==> src/rtl/trap_ctx_pkg.sv <==
package trap_ctx_pkg;
  localparam int XLEN      = 32;
  localparam int SEL_W     = 5;
  localparam int N_HW      = 6;
  localparam int MASK_W    = 8;
  localparam int CODE_W    = 4;
  localparam int STACK_W   = 6;
  localparam int INSN_BYTES = 4;

  localparam logic [SEL_W-1:0] SEL_FAULT = 5'd8;
  localparam logic [SEL_W-1:0] SEL_MODE  = 5'd12;
  localparam logic [SEL_W-1:0] SEL_CAUSE = 5'd13;
  localparam logic [SEL_W-1:0] SEL_RET   = 5'd14;

  localparam logic [XLEN-1:0]   HANDLER_PC    = 32'h8000_0080;
  localparam logic [CODE_W-1:0] CODE_ADDR_LD  = 4'd4;
  localparam logic [CODE_W-1:0] CODE_ADDR_ST  = 4'd5;
endpackage

==> src/rtl/trap_rst_sync.sv <==
module trap_rst_sync (
  input  logic clk,
  input  logic arst_n,
  output logic srst_n
);
  logic [1:0] sync_q;

  always_ff @(posedge clk or negedge arst_n) begin
    if (!arst_n) sync_q <= 2'b00;
    else         sync_q <= {sync_q[0], 1'b1};
  end

  assign srst_n = sync_q[1];
endmodule

==> src/rtl/trap_mode_stack.sv <==
module trap_mode_stack
  import trap_ctx_pkg::*;
(
  input  logic               clk,
  input  logic               rst_n,
  input  logic               trap_i,
  input  logic               rfe_i,
  input  logic               wr_i,
  input  logic [MASK_W-1:0]  wr_mask_i,
  input  logic [STACK_W-1:0] wr_stack_i,
  output logic [MASK_W-1:0]  mask_o,
  output logic [STACK_W-1:0] stack_o
);
  logic [MASK_W-1:0]  mask_q, mask_d;
  logic [STACK_W-1:0] stack_q, stack_d;
  logic               upd_en;

  always_comb begin
    mask_d  = mask_q;
    stack_d = stack_q;
    upd_en  = 1'b0;
    if (trap_i) begin
      stack_d = {stack_q[STACK_W-3:0], 2'b00};
      upd_en  = 1'b1;
    end else if (rfe_i) begin
      stack_d = {stack_q[STACK_W-1:STACK_W-2], stack_q[STACK_W-1:2]};
      upd_en  = 1'b1;
    end else if (wr_i) begin
      mask_d  = wr_mask_i;
      stack_d = wr_stack_i;
      upd_en  = 1'b1;
    end
  end

  always_ff @(posedge clk or negedge rst_n) begin
    if (!rst_n) begin
      mask_q  <= '0;
      stack_q <= '0;
    end else if (upd_en) begin
      mask_q  <= mask_d;
      stack_q <= stack_d;
    end
  end

  assign mask_o  = mask_q;
  assign stack_o = stack_q;
endmodule

==> src/rtl/trap_cause_reg.sv <==
module trap_cause_reg
  import trap_ctx_pkg::*;
(
  input  logic              clk,
  input  logic              rst_n,
  input  logic              trap_i,
  input  logic [CODE_W-1:0] code_i,
  input  logic [N_HW-1:0]   hw_irq_i,
  input  logic              wr_i,
  input  logic [N_HW-1:0]   wr_keep_i,
  output logic [N_HW-1:0]   pend_o,
  output logic [CODE_W-1:0] code_o
);
  logic [N_HW-1:0]   pend_q, pend_d;
  logic [CODE_W-1:0] code_q;
  logic              pend_en;

  always_comb begin
    pend_d  = (wr_i ? (pend_q & wr_keep_i) : pend_q) | hw_irq_i;
    pend_en = wr_i | (|hw_irq_i);
  end

  always_ff @(posedge clk or negedge rst_n) begin
    if (!rst_n)       pend_q <= '0;
    else if (pend_en) pend_q <= pend_d;
  end

  always_ff @(posedge clk or negedge rst_n) begin
    if (!rst_n)      code_q <= '0;
    else if (trap_i) code_q <= code_i;
  end

  assign pend_o = pend_q;
  assign code_o = code_q;
endmodule

==> src/rtl/trap_addr_capture.sv <==
module trap_addr_capture
  import trap_ctx_pkg::*;
(
  input  logic              clk,
  input  logic              rst_n,
  input  logic              trap_i,
  input  logic [CODE_W-1:0] code_i,
  input  logic [XLEN-1:0]   next_pc_i,
  input  logic [XLEN-1:0]   fault_addr_i,
  input  logic              wr_ret_i,
  input  logic [XLEN-1:0]   wr_data_i,
  output logic [XLEN-1:0]   ret_o,
  output logic [XLEN-1:0]   fault_o
);
  localparam logic [XLEN-1:0] STEP = XLEN'(INSN_BYTES);

  logic [XLEN-1:0] ret_q, ret_d, fault_q;
  logic            ret_en, fault_en;

  always_comb begin
    ret_en   = trap_i | wr_ret_i;
    ret_d    = trap_i ? (next_pc_i - STEP) : wr_data_i;
    fault_en = trap_i & ((code_i == CODE_ADDR_LD) | (code_i == CODE_ADDR_ST));
  end

  always_ff @(posedge clk or negedge rst_n) begin
    if (!rst_n)      ret_q <= '0;
    else if (ret_en) ret_q <= ret_d;
  end

  always_ff @(posedge clk or negedge rst_n) begin
    if (!rst_n)        fault_q <= '0;
    else if (fault_en) fault_q <= fault_addr_i;
  end

  assign ret_o   = ret_q;
  assign fault_o = fault_q;
endmodule

==> src/rtl/trap_ctx_regs.sv <==
module trap_ctx_regs
  import trap_ctx_pkg::*;
(
  input  logic              clk,
  input  logic              rst_n,
  input  logic              trap_i,
  input  logic [CODE_W-1:0] trap_code_i,
  input  logic [XLEN-1:0]   trap_pc_i,
  input  logic [XLEN-1:0]   fault_addr_i,
  input  logic              rfe_i,
  input  logic [N_HW-1:0]   hw_irq_i,
  input  logic              wr_en_i,
  input  logic [SEL_W-1:0]  wr_sel_i,
  input  logic [XLEN-1:0]   wr_data_i,
  input  logic [SEL_W-1:0]  rd_sel_i,
  output logic [XLEN-1:0]   rd_data_o,
  output logic [XLEN-1:0]   handler_pc_o,
  output logic              irq_req_o
);
  localparam int PEND_LO = 16 - N_HW;

  logic                srst_n;
  logic [MASK_W-1:0]   mask;
  logic [STACK_W-1:0]  stack;
  logic [N_HW-1:0]     pend;
  logic [CODE_W-1:0]   code;
  logic [XLEN-1:0]     ret_addr, fault_addr;
  logic                wr_mode, wr_cause, wr_ret;

  assign wr_mode  = wr_en_i & (wr_sel_i == SEL_MODE);
  assign wr_cause = wr_en_i & (wr_sel_i == SEL_CAUSE);
  assign wr_ret   = wr_en_i & (wr_sel_i == SEL_RET);

  trap_rst_sync u_rst (.clk(clk), .arst_n(rst_n), .srst_n(srst_n));

  trap_mode_stack u_mode (
    .clk(clk), .rst_n(srst_n), .trap_i(trap_i), .rfe_i(rfe_i), .wr_i(wr_mode),
    .wr_mask_i(wr_data_i[15:8]), .wr_stack_i(wr_data_i[STACK_W-1:0]),
    .mask_o(mask), .stack_o(stack)
  );

  trap_cause_reg u_cause (
    .clk(clk), .rst_n(srst_n), .trap_i(trap_i), .code_i(trap_code_i),
    .hw_irq_i(hw_irq_i), .wr_i(wr_cause), .wr_keep_i(wr_data_i[15:PEND_LO]),
    .pend_o(pend), .code_o(code)
  );

  trap_addr_capture u_addr (
    .clk(clk), .rst_n(srst_n), .trap_i(trap_i), .code_i(trap_code_i),
    .next_pc_i(trap_pc_i), .fault_addr_i(fault_addr_i), .wr_ret_i(wr_ret),
    .wr_data_i(wr_data_i), .ret_o(ret_addr), .fault_o(fault_addr)
  );

  always_comb begin
    case (rd_sel_i)
      SEL_FAULT: rd_data_o = fault_addr;
      SEL_MODE:  rd_data_o = {16'h0, mask, 2'b00, stack};
      SEL_CAUSE: rd_data_o = {16'h0, pend, {(PEND_LO-2-CODE_W){1'b0}}, code, 2'b00};
      SEL_RET:   rd_data_o = ret_addr;
      default:   rd_data_o = '0;
    endcase
  end

  assign irq_req_o    = stack[0] & (|(pend & mask[MASK_W-1:MASK_W-N_HW]));
  assign handler_pc_o = HANDLER_PC;
endmodule

==> config.mk <==
export PLATFORM = sky130hd
export DESIGN_NAME = trap_ctx_regs
export DESIGN_NICKNAME = d
export VERILOG_FILES = /design/src/rtl/trap_ctx_pkg.sv /design/src/rtl/trap_rst_sync.sv /design/src/rtl/trap_mode_stack.sv /design/src/rtl/trap_cause_reg.sv /design/src/rtl/trap_addr_capture.sv /design/src/rtl/trap_ctx_regs.sv
export SDC_FILE = /design/constraint.sdc
export NUM_CORES = 1
export LEC_CHECK = 0
export ABC_CLOCK_PERIOD_IN_PS = 3200
export BUFFER_PORTS_ARGS = -buffer_cell sky130_fd_sc_hd__buf_4
export CAP_MARGIN = 10
export CORE_ASPECT_RATIO = 0.8
export CORE_UTILIZATION = 30
export CTS_CLUSTER_DIAMETER = 30
export DETAILED_ROUTE_END_ITERATION = 16
export GPL_TIMING_DRIVEN = 0
export PLACE_DENSITY = 0.51
export SKIP_LAST_GASP = 1
export SYNTH_ARGS = -nofsm -noshare
export SYNTH_HDL_FRONTEND = slang
export SYNTH_SLANG_ARGS = --single-unit
==> constraint.sdc <==
create_clock -name clk -period 3.2 [get_ports clk]
set_input_delay 0.32 -clock clk [delete_from_list [all_inputs] [get_ports clk]]
set_output_delay 0.32 -clock clk [all_outputs]
set_load 0.01 [all_outputs]
# [Yosys cells after proc, flatten, opt, wreduce, memory -nomap -nowiden]
# Cells that the tools add are included.
[totals] memories=0 regBits=90 in_bits=121 latchBits=0 elab_cells=48 output_inout_bits=65 ram_bits=0 rom_bits=0
[classes] n_shift=0 bitwise_logic=13 div_mod_pow=0 magnitude_cmp=0 mul=0 reduce_logical=7 addsub=1 eq_ne=10 mux=9
[ops] cell="$pmux 32 s4" n=1
[ops] cell="$eq 5x4->1 const B" n=7
[ops] cell="$mux 32" n=1
[ops] cell="$sub 32x3->32 const B" n=1
[ops] cell="$mux 6" n=4
[ops] cell="$and 6x6->6" n=2
[ops] cell="$reduce_or 6->1" n=2
[ops] cell="$eq 4x3->1 const B" n=2
[ops] cell="$or 6x6->6" n=1
[ops] cell="$and 1x1->1" n=5
[ops] cell="$reduce_and 4->1" n=1
[ops] cell="$mux 1" n=3
[ops] cell="$or 1x1->1" n=3
[ops] cell="$reduce_and 3->1" n=1
[ops] cell="$reduce_bool 3->1" n=1
[ops] cell="$ne 2x2->1 const B" n=1
[ops] cell="$not 1->1" n=2
[ops] cell="$reduce_and 2->1" n=1
[ops] cell="$reduce_bool 2->1" n=1

# [Logic depth before layout (Yosys ltp)]
[logic_depth] word_depth=6 mapped_depth=6 depth_no_buf=6

# [Cells and area by module]
# From an unflattened synthesis, not the netlist that was laid out.
[hier_totals] hier_cells=497 hier_area_um2=5275.1
[by_module_without_submodules] module="trap_addr_capture" n_inst=1 area_each_um2=3290.7 cells_per_inst=304 seq_area_each_um2=1601.5
[by_module_without_submodules] module="trap_ctx_regs" n_inst=1 area_each_um2=908.4 cells_per_inst=115 seq_area_each_um2=0.0
[by_module_without_submodules] module="trap_mode_stack" n_inst=1 area_each_um2=644.4 cells_per_inst=49 seq_area_each_um2=350.3
[by_module_without_submodules] module="trap_cause_reg" n_inst=1 area_each_um2=377.9 cells_per_inst=26 seq_area_each_um2=250.2
[by_module_without_submodules] module="trap_rst_sync" n_inst=1 area_each_um2=53.8 cells_per_inst=3 seq_area_each_um2=50.0

# [Worst setup path after synthesis]
# No wires, ideal clock.
[synth_path] path_type="input to output" start="input port rd_sel_i[2]" end="output port rd_data_o[13]" t_arrival_ps=1832 required_ps=2880 stages=5 n_path_buf=1 setup_slack_ps=1048 path_cell_list="clkbuf_1 nand2_1 nor4b_1 a22oi_1 o21ai_0"
[synth_between] elab_chain_cells=2
[synth_rtl] element="from (decl)" line="trap_ctx_regs.sv:15" text="input logic [SEL_W-1:0] rd_sel_i,"
[synth_rtl] element="$eq 5x4->1" line="trap_ctx_regs.sv:55" text="case (rd_sel_i)"
[synth_rtl] element="$pmux 32 s4 (*)" line="trap_ctx_regs.sv:55"
[synth_rtl] element="to (decl)" line="trap_ctx_regs.sv:16" text="output logic [XLEN-1:0] rd_data_o,"
# Every way passes the cells marked *; elsewhere a longest branch is shown, timed or not.

# [Final worst setup path]
[layout_path] start="input port rd_sel_i[1]" end="output port rd_data_o[6]"
# The elaborated chain is that of the path after synthesis.

==> metrics.md <==
| Metric | Value |
|---|---|
| Outcome | completed |
| YS warnings | 0 |
| CTS Buf Count | 9 |
| Yosys reg bits | 90 |
| Latest clock arrival within the worst-skew pair | 0.35 ns |
| Most frequent cells in the layout | buf_4 (182), dfrtp_1 (89), mux2_2 (44) |
| Synth Instances | 526 |
| Clk pwr share | 35.7% |
| Core footprint | about 17000 µm² |
| Die ar. | 17980 µm² |
| Post-CTS Resized | 0 |
| DRC | 0 |
| Min Hold Slack | about 0.16 ns |
| Final Max Slew Viols | 0 |
| CTS Sinks | 90 |
| Relative slew slack | 30.86% |
| Worst Max-Slew Pin Slew | about 1.0 ns |
| Post-Layout Cell Count | 946 |
| Clock-pin slew on the worst setup and hold paths | 0.06 ns |
| Via Count | 4849 |
| Fmax | 366.4 MHz |
| Power, Total | 3.030 mW |
| TritonCTS clock tree | built |
| Kind of critical path | primary input to output pin |
| Initial Utilization | 31.12% |
| Sequential Power Share | 45.9% |
| CP bufs+invs | 4 |
| Chip Width | 149.7 µm |
| Max stage delay on crit path | 0.51 ns |
| Period utilization | a little under nine tenths |
| Final hold violations | 0 |
| Yosys top cell by area | dfrtp_1 |
| Iter 0 DRT Violations | 331 |
| Most used cell, CP | clkbuf_1 |
| Netlist cell types | 44 |
| I/O pin count | approximately 190 |
| Post-Syn Area | 5234 µm² |
| Row cnt | 42 |
| Layout area overhead | 35.57% |
| Die height | 120.1 µm |
| Sw frac | 26.67% |
| RSZ-0062 raised after global routing | false |
| CP Max Fanout | 10 |
| Routability congestion estimate from global placement | between 0.8 and 0.9 |
| First-pass GRT wire length | 27220 µm |
| Drt pass-1 iters | 5 |
| Grt ovf | 0 |
| MaxCap Viol Count | 0 |
| Post-synth top area share | a little over two fifths |
| Fill count | around 1700 |
| Pleak | 3.208 nW |
| Internal Pwr Total | 2.222 mW |
| Logic pwr share | 18.4% |
| Pin count of the biggest net entering global routing | 67 |
| Startpoint types | primary input |
| Psw | 0.8079 mW |
| Delay-heaviest family, CP | buffers and inverters |
| Most common cell after layout, fill and taps aside | buf_4 |
| Critical path's slowest cell | clkbuf_1 |
| Final setup TNS | 0 ns |
| Worst min path class | primary input to flop |
| Sequential fraction of the synthesis area | between 40% and 50% |
| Placed Cells | 929 |
| Final setup vio count | 0 |
| Root Buffer | clkbuf_16 |
| Worst Skew | 0.004555 ns |
| CP Data Required Time | roughly 2.9 ns |
| GRT Util Overall | 20.40% |
| Crit path cell chain | clkbuf_1, and2_1, and2_1, clkbuf_1, clkbuf_1, a22o_1, buf_4 |
| Mean Syn Cell Area | 9.950 µm² |
| Total Routed Length | ~18000 µm |
| Worst setup EP type | output pin |
| Share of cells above drive strength 1 | a little over a third |
| Number of inserted diodes | 0 |
| H-tree depth | 3 |
| Final HPWL DP | 13910 µm |
| Top post-synthesis cells by area | dfrtp_1 (43%), mux2_2 (9.5%), a211oi_1 (4.6%) |
| Fin nets | 843 |
| DRT antenna net count | 0 |
| DR WL/cell | 18.73 µm |
| Vias in the first global route | 4791 |
| Final min period | 2.729 ns |
| CTS Buffer Depth | 2 |
| Vias/cell | slightly above 5 |
| CP arrival | 2.41 ns |
| PortBufs | 149 |
| Final design utilization | 42.19% |
| Pwr Density | roughly 430 nW/µm² |
| Initial antenna violation count | 0 |
| Worst IR drop on VDD | 240.8 µV |
==> Yosys cell counts <==
cell type and number:
a211oi_1 32, a21boi_0 1, a21oi_1 23, a22o_1 18, a22oi_1 5, a311oi_1 1
a31oi_1 17, and2_1 2, and3_1 32, and4b_1 1, buf_2 5, buf_4 32
clkbuf_1 33, conb_1 2, dfrtp_1 90, ha_1 1, inv_1 5, mux2_2 44
mux2i_1 21, nand2_1 19, nand2b_1 6, nand3_1 1, nand3b_1 1, nand4_1 2
nand4b_1 4, nor2_1 27, nor2b_1 3, nor3_1 6, nor3_2 1, nor3b_1 1
nor4_1 8, nor4b_1 3, o21ai_0 29, o22ai_1 1, o31ai_1 8, o41ai_1 4
or2_2 1, or3_1 12, or3b_2 1, or4_1 8, or4_4 4, or4b_2 1
xnor2_1 8, xor2_1 2
==> worst reg2reg max path: cells and delay by family (launching register included) <==
kind | cells | cell delay, ns
flip-flops | 1 | 0.42
AO/OA/AOI/OAI | 2 | 0.33
==> flip-flops by register name (all words and copies together) (netlist names) <==
name            cells
u_rst.sync_q        2
u_mode.stack_o      6
u_addr.ret_o       32
u_cause.code_o      4
u_mode.mask_o       8
u_cause.pend_o      6
u_addr.fault_o     32
==> worst paths after layout <==
kind,from,to,slack [ns],cells after the start
worst min register to register,u_rst.sync_q[1],u_addr.ret_o[12],0.24,0
min in group asynchronous,u_rst.sync_q[1],u_addr.ret_o[12],0.24,0
max in group asynchronous,u_rst.sync_q[1],u_addr.fault_o[18],2.32,1
worst max-delay path,rd_sel_i[1],rd_data_o[6],0.47,7
worst max register to register,u_mode.stack_o[3],u_mode.stack_o[3],2.31,2
worst min-delay path,hw_irq_i[1],u_cause.pend_o[1],0.16,2
==> cell type report <==
type	count	area [µm²]	area share [%]
multi-input combinational	392	2696	38.00
sequential	90	2256	31.79
timing repair buffer	153	1169	16.47
buffer	70	389.1	5.484
tap	220	275.3	3.879
clock buffer	14	254.0	3.580
clock inverter	2	37.54	0.5290
inverter	5	18.77	0.2645
==> through the flow <==
step                setup WS, ns  area (µm²)
floorplan                 0.5076        5350
global placement         -0.7758        6744
detailed placement        0.2898        6794
CTS                       0.4592        7096
global route              0.3632        7096
finish                    0.4708        7096
==> power by group through the flow <==
stage          clock, mW  combinational (mW)  sequential [mW]
2_1_floorplan          0               0.315             1.38
3_3_place_gp           0               0.523             1.42
3_5_place_dp           0               0.556             1.41
4_1_cts             1.11               0.559             1.39
5_1_grt             1.16               0.614             1.41
6_report            1.08               0.557             1.39
==> routing by layer <==
metal / part of all wire [%] / routed length, µm / vias up / track usage (%)
met5: 0 / 0 / - / 0
met4: 1.3 / 235 / 0 / 4.545
met3: 8.8 / 1560 / 14 / 6.540
met2: 44 / 7770 / 175 / 30.35
met1: 46 / 8153 / 2358 / 28.57
li1: - / - / 2302 / -
==> logic make-up after synthesis <==
family                     synth area share (%)
and+or+nand+nor                           16.07
other                                    0.1435
adders and majority gates                0.2390
AOI/OAI and AO/OA                         17.57
buffers and inverters                     7.793
muxes                                     13.48
xor gates and xnor gates                  1.674
DFF                                       43.03
==> timing repair <==
action                                 in CTS  in global routing
setup buffers                               0                  0
hold buffers                                1                  0
endpoints found under the hold margin       2                  0
Note: power is estimated with default switching activity, not from simulation.
